==> src/rtl/gcla_pkg.sv <==
package gcla_pkg;
  // Default geometry of the adder: slice width and slice count.
  parameter int unsigned GCLA_GRP_W = 4;
  parameter int unsigned GCLA_GRP_N = 4;
endpackage

==> src/rtl/cla_carry_net.sv <==
// Flattened lookahead: every carry c[k] is an OR of AND terms built directly
// from generate/propagate inputs and the entry carry; no carry feeds another.
module cla_carry_net #(
  parameter int unsigned N = 4
) (
  input  logic [N-1:0] gen_i,
  input  logic [N-1:0] prop_i,
  input  logic         cin_i,
  output logic [N:1]   carry_o
);
  for (genvar k = 1; k <= N; k++) begin : g_carry
    logic c_k;
    always_comb begin
      logic acc;
      logic term;
      acc = cin_i & (&prop_i[k-1:0]);
      for (int j = 0; j < k; j++) begin
        term = gen_i[j];
        for (int m = j + 1; m < k; m++) begin
          term = term & prop_i[m];
        end
        acc = acc | term;
      end
      c_k = acc;
    end
    assign carry_o[k] = c_k;
  end
endmodule

==> src/rtl/cla_span_pg.sv <==
// Span generate and propagate of a group of positions, in flat form.
module cla_span_pg #(
  parameter int unsigned N = 4
) (
  input  logic [N-1:0] gen_i,
  input  logic [N-1:0] prop_i,
  output logic         span_g_o,
  output logic         span_p_o
);
  always_comb begin
    logic acc;
    logic term;
    acc = 1'b0;
    for (int j = 0; j < N; j++) begin
      term = gen_i[j];
      for (int m = j + 1; m < N; m++) begin
        term = term & prop_i[m];
      end
      acc = acc | term;
    end
    span_g_o = acc;
  end

  assign span_p_o = &prop_i;
endmodule

==> src/rtl/cla_group.sv <==
// One slice: bit generate/propagate, local lookahead, slice pg and sum bits.
module cla_group #(
  parameter int unsigned W = 4
) (
  input  logic [W-1:0] a_i,
  input  logic [W-1:0] b_i,
  input  logic         cin_i,
  output logic [W-1:0] sum_o,
  output logic         grp_g_o,
  output logic         grp_p_o
);
  logic [W-1:0] bit_g;
  logic [W-1:0] bit_p;
  logic [W-1:1] bit_c;
  logic [W-1:0] carry_in_vec;

  assign bit_g = a_i & b_i;
  assign bit_p = a_i ^ b_i;

  // Carries into bits 1..W-1 depend only on bits 0..W-2.
  cla_carry_net #(.N(W - 1)) u_local (
    .gen_i   (bit_g[W-2:0]),
    .prop_i  (bit_p[W-2:0]),
    .cin_i   (cin_i),
    .carry_o (bit_c)
  );

  cla_span_pg #(.N(W)) u_span (
    .gen_i    (bit_g),
    .prop_i   (bit_p),
    .span_g_o (grp_g_o),
    .span_p_o (grp_p_o)
  );

  assign carry_in_vec = {bit_c, cin_i};
  assign sum_o        = bit_p ^ carry_in_vec;
endmodule

==> src/rtl/gcla_adder.sv <==
module gcla_adder #(
  parameter int unsigned GRP_W = gcla_pkg::GCLA_GRP_W,
  parameter int unsigned GRP_N = gcla_pkg::GCLA_GRP_N,
  localparam int unsigned WIDTH = GRP_W * GRP_N
) (
  input  logic [WIDTH-1:0] a_i,
  input  logic [WIDTH-1:0] b_i,
  input  logic             cin_i,
  output logic [WIDTH-1:0] sum_o,
  output logic             cout_o
);
  logic [GRP_N-1:0] grp_g;
  logic [GRP_N-1:0] grp_p;
  logic [GRP_N:0]   grp_c;
  logic [GRP_N:1]   grp_c_up;

  for (genvar k = 0; k < GRP_N; k++) begin : g_slice
    cla_group #(.W(GRP_W)) u_grp (
      .a_i     (a_i[k*GRP_W +: GRP_W]),
      .b_i     (b_i[k*GRP_W +: GRP_W]),
      .cin_i   (grp_c[k]),
      .sum_o   (sum_o[k*GRP_W +: GRP_W]),
      .grp_g_o (grp_g[k]),
      .grp_p_o (grp_p[k])
    );
  end

  // Second level: carries into every upper slice and out, each flat.
  cla_carry_net #(.N(GRP_N)) u_level2 (
    .gen_i   (grp_g),
    .prop_i  (grp_p),
    .cin_i   (cin_i),
    .carry_o (grp_c_up)
  );

  assign grp_c  = {grp_c_up, cin_i};
  assign cout_o = grp_c[GRP_N];
endmodule

==> config.mk <==
export PLATFORM = sky130hd
export DESIGN_NAME = gcla_adder
export DESIGN_NICKNAME = d
export VERILOG_FILES = /design/src/rtl/gcla_pkg.sv /design/src/rtl/cla_carry_net.sv /design/src/rtl/cla_span_pg.sv /design/src/rtl/cla_group.sv /design/src/rtl/gcla_adder.sv
export SDC_FILE = /design/constraint.sdc
export NUM_CORES = 1
export LEC_CHECK = 0
export CELL_PAD_IN_SITES_DETAIL_PLACEMENT = 0
export CELL_PAD_IN_SITES_GLOBAL_PLACEMENT = 1
export CORE_MARGIN = 10
export CORE_UTILIZATION = 24
export DETAILED_ROUTE_END_ITERATION = 10
export PLACE_DENSITY_LB_ADDON = 0.25
export SLEW_MARGIN = 20
export SYNTH_ARGS = -nofsm -noshare
export SYNTH_HDL_FRONTEND = slang
export SYNTH_SLANG_ARGS = --single-unit
==> constraint.sdc <==
create_clock -name vclk -period 3.6
set_clock_uncertainty 0.2 [all_clocks]
set_input_delay 0.36 -clock vclk [all_inputs]
set_output_delay 0.36 -clock vclk [all_outputs]
set_load 0.01 [all_outputs]
### After elaboration in Yosys (flattened, before gate mapping)

Index checks and enable logic that the tools add are counted.

| storage, ports and cells | value |
|---|---|
| input bits | 33 |
| logic and storage cells | 119 |
| register bits after elaboration | 0 |
| output and inout bits | 17 |

| operators by class | value |
|---|---|
| reductions and logical operators | 15 |
| bitwise operators | 104 |

Operator list:

| kind | count |
|---|---|
| 1-bit bitwise AND | 46 |
| 1-bit OR | 46 |
| 4-bit bitwise XOR | 8 |
| 4-bit bitwise AND | 4 |
| 16-bit AND reduction | 1 |
| 4-bit AND reduction | 4 |
| 12-bit AND reduction | 1 |
| 3-bit AND reduction | 4 |
| 2-bit AND reduction | 4 |
| 8-bit AND reduction | 1 |

### Longest topological paths before layout

| depth | value |
|---|---|
| depth after elaboration | 17 |
| mapped depth | 8 |
| gate-level depth less buffers | 8 |

### Hierarchy

From an unflattened synthesis, not the netlist that was laid out.

| unflattened totals | value |
|---|---|
| cell total of the unflattened synthesis | 89 |
| area total of the unflattened synthesis | 734.5 µm² |

Modules (own cells, without submodules):

| module | sequential area each (µm²) | area each (µm²) | cells an instance | instances |
|---|---|---|---|---|
| cla_group | 0.0 | 85.1 | 8 | 4 |
| cla_carry_net at g_slice[0].u_grp.u_local ... | 0.0 | 53.8 | 7 | 4 |
| cla_span_pg | 0.0 | 27.5 | 5 | 4 |
| cla_carry_net at u_level2 | 0.0 | 68.8 | 9 | 1 |

### Worst setup path before layout

Ideal clock, no wire load.

| timing path | value |
|---|---|
| path kind | input port to output port |
| from | in a_i[5] |
| to | out sum_o[13] |
| stages on the path | 8 |
| buffers on the path | 0 |
| path slack | 562 ps |
| data required time | 3040 ps |
| data arrival time | 2478 ps |
| path through | ha_1 > a21o_1 > a21o_1 > or3b_1 > o211ai_2 > or2b_1 > fa_1 > xor2_1 |

| on the way | value |
|---|---|
| word-level cells in the longest chain between the ends | 13 |
| elaborated cells on any way between the ends | 22 |
| classes of those cells | bitwise (20); reduce/logical (2) |

Ends and longest elaborated chain:

| what | line | text |
|---|---|---|
| start: declaration | gcla_adder.sv:6 | `input logic [WIDTH-1:0] a_i,` |
| 4-bit bitwise XOR | cla_group.sv:18 | `assign bit_p = a_i ^ b_i;` |
| 1-bit bitwise AND (3 in series) | cla_span_pg.sv:17 | `term = term & prop_i[m];` |
| 1-bit OR (3 in series) | cla_span_pg.sv:19 | `acc = acc \| term;` |
| 1-bit bitwise AND | cla_carry_net.sv:20 | `term = term & prop_i[m];` |
| 1-bit OR * (2 in series) | cla_carry_net.sv:22 | `acc = acc \| term;` |
| 1-bit bitwise AND * | cla_carry_net.sv:16 | `acc = cin_i & (&prop_i[k-1:0]);` |
| 1-bit OR * | cla_carry_net.sv:22 |  |
| 4-bit bitwise XOR * | cla_group.sv:36 | `assign sum_o = bit_p ^ carry_in_vec;` |
| end: declaration | gcla_adder.sv:9 | `output logic [WIDTH-1:0] sum_o,` |

Every way passes the cells marked *; elsewhere a longest branch is shown, timed or not.

### Final worst setup path

Same ends and word-level chain as after synthesis.

==> impl_results.html <==
<table>
<tr><th>Metric</th><th>Value</th></tr>
<tr><th colspan="2">Status</th></tr>
<tr><td>Status</td><td>finished clean</td></tr>
<tr><th colspan="2">Global routing</th></tr>
<tr><td>Number of global-route vias before repair</td><td>916</td></tr>
<tr><td>Wire length of the first global-routing pass</td><td>3930 um</td></tr>
<tr><td>Remaining global-route overflow</td><td>0</td></tr>
<tr><td>Pin count of the biggest net entering global routing</td><td>6</td></tr>
<tr><td>Antenna violations before repair</td><td>0</td></tr>
<tr><td>Gr usage total</td><td>8.28%</td></tr>
<tr><th colspan="2">Cells and area</th></tr>
<tr><td>Fillers</td><td>287</td></tr>
<tr><td>Ratio of cells with drive above 1 in the final layout</td><td>18.4%</td></tr>
<tr><td>Layout area overhead</td><td>104%</td></tr>
<tr><td>Post-layout nets</td><td>213</td></tr>
<tr><td># diodes</td><td>0</td></tr>
<tr><td>Most frequent cells in the layout</td><td>clkdlybuf4s50_1 (43), buf_4 (21), ha_1 (16), inv_1 (7), xnor2_1 (7)</td></tr>
<tr><td>Sequential cell count</td><td>0</td></tr>
<tr><td>Area used by sequential logic in the layout</td><td>0 sq um</td></tr>
<tr><td>Post-route non-filler standard cell count</td><td>189</td></tr>
<tr><td>Commonest non-fill, non-tap cell in the layout</td><td>clkdlybuf4s50_1</td></tr>
<tr><td>Clock buf count</td><td>0</td></tr>
<tr><th colspan="2">Timing</th></tr>
<tr><td>RSZ-0062 raised after global routing</td><td>no</td></tr>
<tr><td>Slew of the pin with the lowest slew margin</td><td>0.291 ns</td></tr>
<tr><td>Period Utilization, post-route</td><td>97.8%</td></tr>
<tr><td>Achievable clock frequency</td><td>284 MHz</td></tr>
<tr><td>Final-report max-slew violation count</td><td>0</td></tr>
<tr><td>Setup slack of the critical path after layout</td><td>0.0789 ns</td></tr>
<tr><td>Number of failing hold endpoints at the final stage</td><td>0</td></tr>
<tr><td>Worst rel slew slack</td><td>80.4%</td></tr>
<tr><td>Post-layout min period</td><td>3.52 ns</td></tr>
<tr><td>Setup-failing EPs final</td><td>0</td></tr>
<tr><th colspan="2">Setup path</th></tr>
<tr><td>Critical Setup Path Class</td><td>in2out</td></tr>
<tr><td>Critical path origin</td><td>a_i[5]</td></tr>
<tr><td>Worst path required time</td><td>3.04 ns</td></tr>
<tr><td>Endpoint class of the critical path</td><td>primary output</td></tr>
<tr><td>Worst path arrival time</td><td>2.96 ns</td></tr>
<tr><td>Endpoint of the most critical setup path</td><td>sum_o[13]</td></tr>
<tr><td>Largest fanout on the critical path</td><td>2</td></tr>
<tr><td>CP startpoint kind</td><td>primary input</td></tr>
<tr><th colspan="2">Synthesis</th></tr>
<tr><td>Area share of the largest cell type after synthesis</td><td>28.9%</td></tr>
<tr><td>Synth Net Count</td><td>140</td></tr>
<tr><td>Warning count from the yosys run</td><td>0</td></tr>
<tr><td>Number of distinct library cell variants in the gate-level netlist after synthesis</td><td>27</td></tr>
<tr><td>Top cell type by total area after synthesis</td><td>ha_1</td></tr>
<tr><td>Count of mapped cells out of synthesis</td><td>87</td></tr>
<tr><td>Post-synthesis sequential area ratio</td><td>0%</td></tr>
<tr><td>Largest cells by area after synthesis</td><td>ha_1 (29%), fa_1 (12%), xnor2_1 (8.9%)</td></tr>
<tr><td>Post-synth design cell area</td><td>692 sq um</td></tr>
<tr><td>Mapped Avg Cell Area</td><td>7.95 sq um</td></tr>
<tr><th colspan="2">Floorplan</th></tr>
<tr><td>Initial Utilization</td><td>25.1%</td></tr>
<tr><td>Total number of placement rows</td><td>19</td></tr>
<tr><td>Core area</td><td>2760 sq um</td></tr>
<tr><td>Area enclosed by the die boundary</td><td>5430 sq um</td></tr>
<tr><td>Die Width</td><td>73.7 um</td></tr>
<tr><td>I/O pin count</td><td>50</td></tr>
<tr><td>Die Ht</td><td>73.7 um</td></tr>
<tr><th colspan="2">Job</th></tr>
<tr><td>Number of violations of the max-capacitance limit</td><td>0</td></tr>
<tr><th colspan="2">Placed design</th></tr>
<tr><td>Placer's final routability congestion estimate</td><td>0.738</td></tr>
<tr><td>Cell count after placement</td><td>186</td></tr>
<tr><td>Worst slack after detailed placement</td><td>-0.363 ns</td></tr>
<tr><td>Number of buffer cells added on primary ports</td><td>50</td></tr>
<tr><td>Detailed Place HPWL</td><td>2240 um</td></tr>
<tr><th colspan="2">Drt</th></tr>
<tr><td>Routed Wire Length</td><td>2480 um</td></tr>
<tr><td>First-pass DRT Iterations</td><td>4</td></tr>
<tr><td>Number of vias after detailed routing</td><td>896</td></tr>
<tr><td># DRC</td><td>0</td></tr>
<tr><td>Initial detailed-routing violation count</td><td>30</td></tr>
<tr><td>WL per Instance</td><td>13.1 um</td></tr>
<tr><td>Routed via count divided by cell count</td><td>4.74</td></tr>
<tr><td>Post-route ant nets</td><td>0</td></tr>
<tr><th colspan="2">Hold path</th></tr>
<tr><td>Type of the worst min-delay path</td><td>in2out</td></tr>
<tr><th colspan="2">Pwr</th></tr>
<tr><td>Worst VDD drop</td><td>102 uV</td></tr>
<tr><td>Areal power density over the cells</td><td>199 nW/um^2</td></tr>
<tr><td>Leakage component of the power</td><td>0.683 nW</td></tr>
</table>
[power by group]
part,leakage (nW),internal (mW),switching [mW]
Combinational,0.683,0.166,0.115
Clock,0,0,0
Sequential,0,0,0
[stage by stage]
stage          hold slack [ns]  util, %  TNS (ns)  area [sq um]  power (mW)
4_1_cts                   1.37     50.0         0          1380       0.283
3_5_place_dp              1.69     49.5    -0.875          1370       0.284
3_3_place_gp              1.67     49.5    -0.581          1370       0.279
6_report                  1.34     51.1         0          1410       0.281
2_1_floorplan            0.708        -         0           692       0.124
5_1_grt                   1.37     51.1         0          1410       0.308
[metal layers]
layer  vias to the layer above  GRT usage (%)  part of all wire [%]
met2                        29           15.4                    52
met4                         0              0                  0.28
met5                         -              0                     0
met1                       402           9.74                    40
met3                         4           2.02                   7.6
li1                        461              -                     -
[worst max-delay path: stages]
cell             delay [ns]
clkdlybuf4s50_1        0.41
ha_1                   0.32
a21o_1                 0.18
a21o_1                 0.19
or3b_4                 0.40
o211ai_2               0.18
or2b_1                 0.25
fa_1                   0.37
xor2_1                 0.17
buf_2                  0.14
[cell usage after synthesis, drive strengths merged (2+ instances only)]
master and instances:
ha 16, inv 7, xnor2 7, a21oi 6, nor2 6, o21ai 5
a21o 4, fa 4, nand3 4, nand2 3, xor2 3, a211o 2
a211oi 2, and2 2, nand2b 2, nand4 2, nor2b 2
[worst min-delay path by stage]
stage | from | endpoint | slack (ns) | cells after the start
after floorplan | b_i[12] | sum_o[12] | 0.71 | 1
after global placement | cin_i | sum_o[0] | 1.67 | 5
after detailed placement | cin_i | sum_o[0] | 1.69 | 5
after CTS | b_i[13] | sum_o[13] | 1.37 | 4
after global routing | b_i[12] | sum_o[12] | 1.37 | 3
final | b_i[12] | sum_o[12] | 1.34 | 3
[cell families (layout without fill, tap and decap cells)]
family | Yosys count | count (layout) | share of synthesized area, %
compound gates | 24 | 24 | 23.0
xor+xnor | 10 | 10 | 12.7
fa+ha+maj | 20 | 20 | 40.5
buf+inv | 7 | 78 | 3.80
simple gates | 26 | 26 | 20.1
[timing repair]
action | 4_1_cts | 5_1_grt
hold buffers | 0 | 0
gates resized for setup | 9 | 8
buffers inserted | 1 | 2
endpoints found under the setup margin | 7 | 7
pin swaps | 1 | 4
[area by class of cell]
type                            instances  area [sq um]  share of cell area [%]
Tap cell                               31          38.8                    2.75
Multi-Input combinational cell         80           687                    48.8
Timing Repair Buffer                   71           657                    46.6
Inverter                                7          26.3                    1.87
No activity file was read; power rests on OpenSTA's default activity.
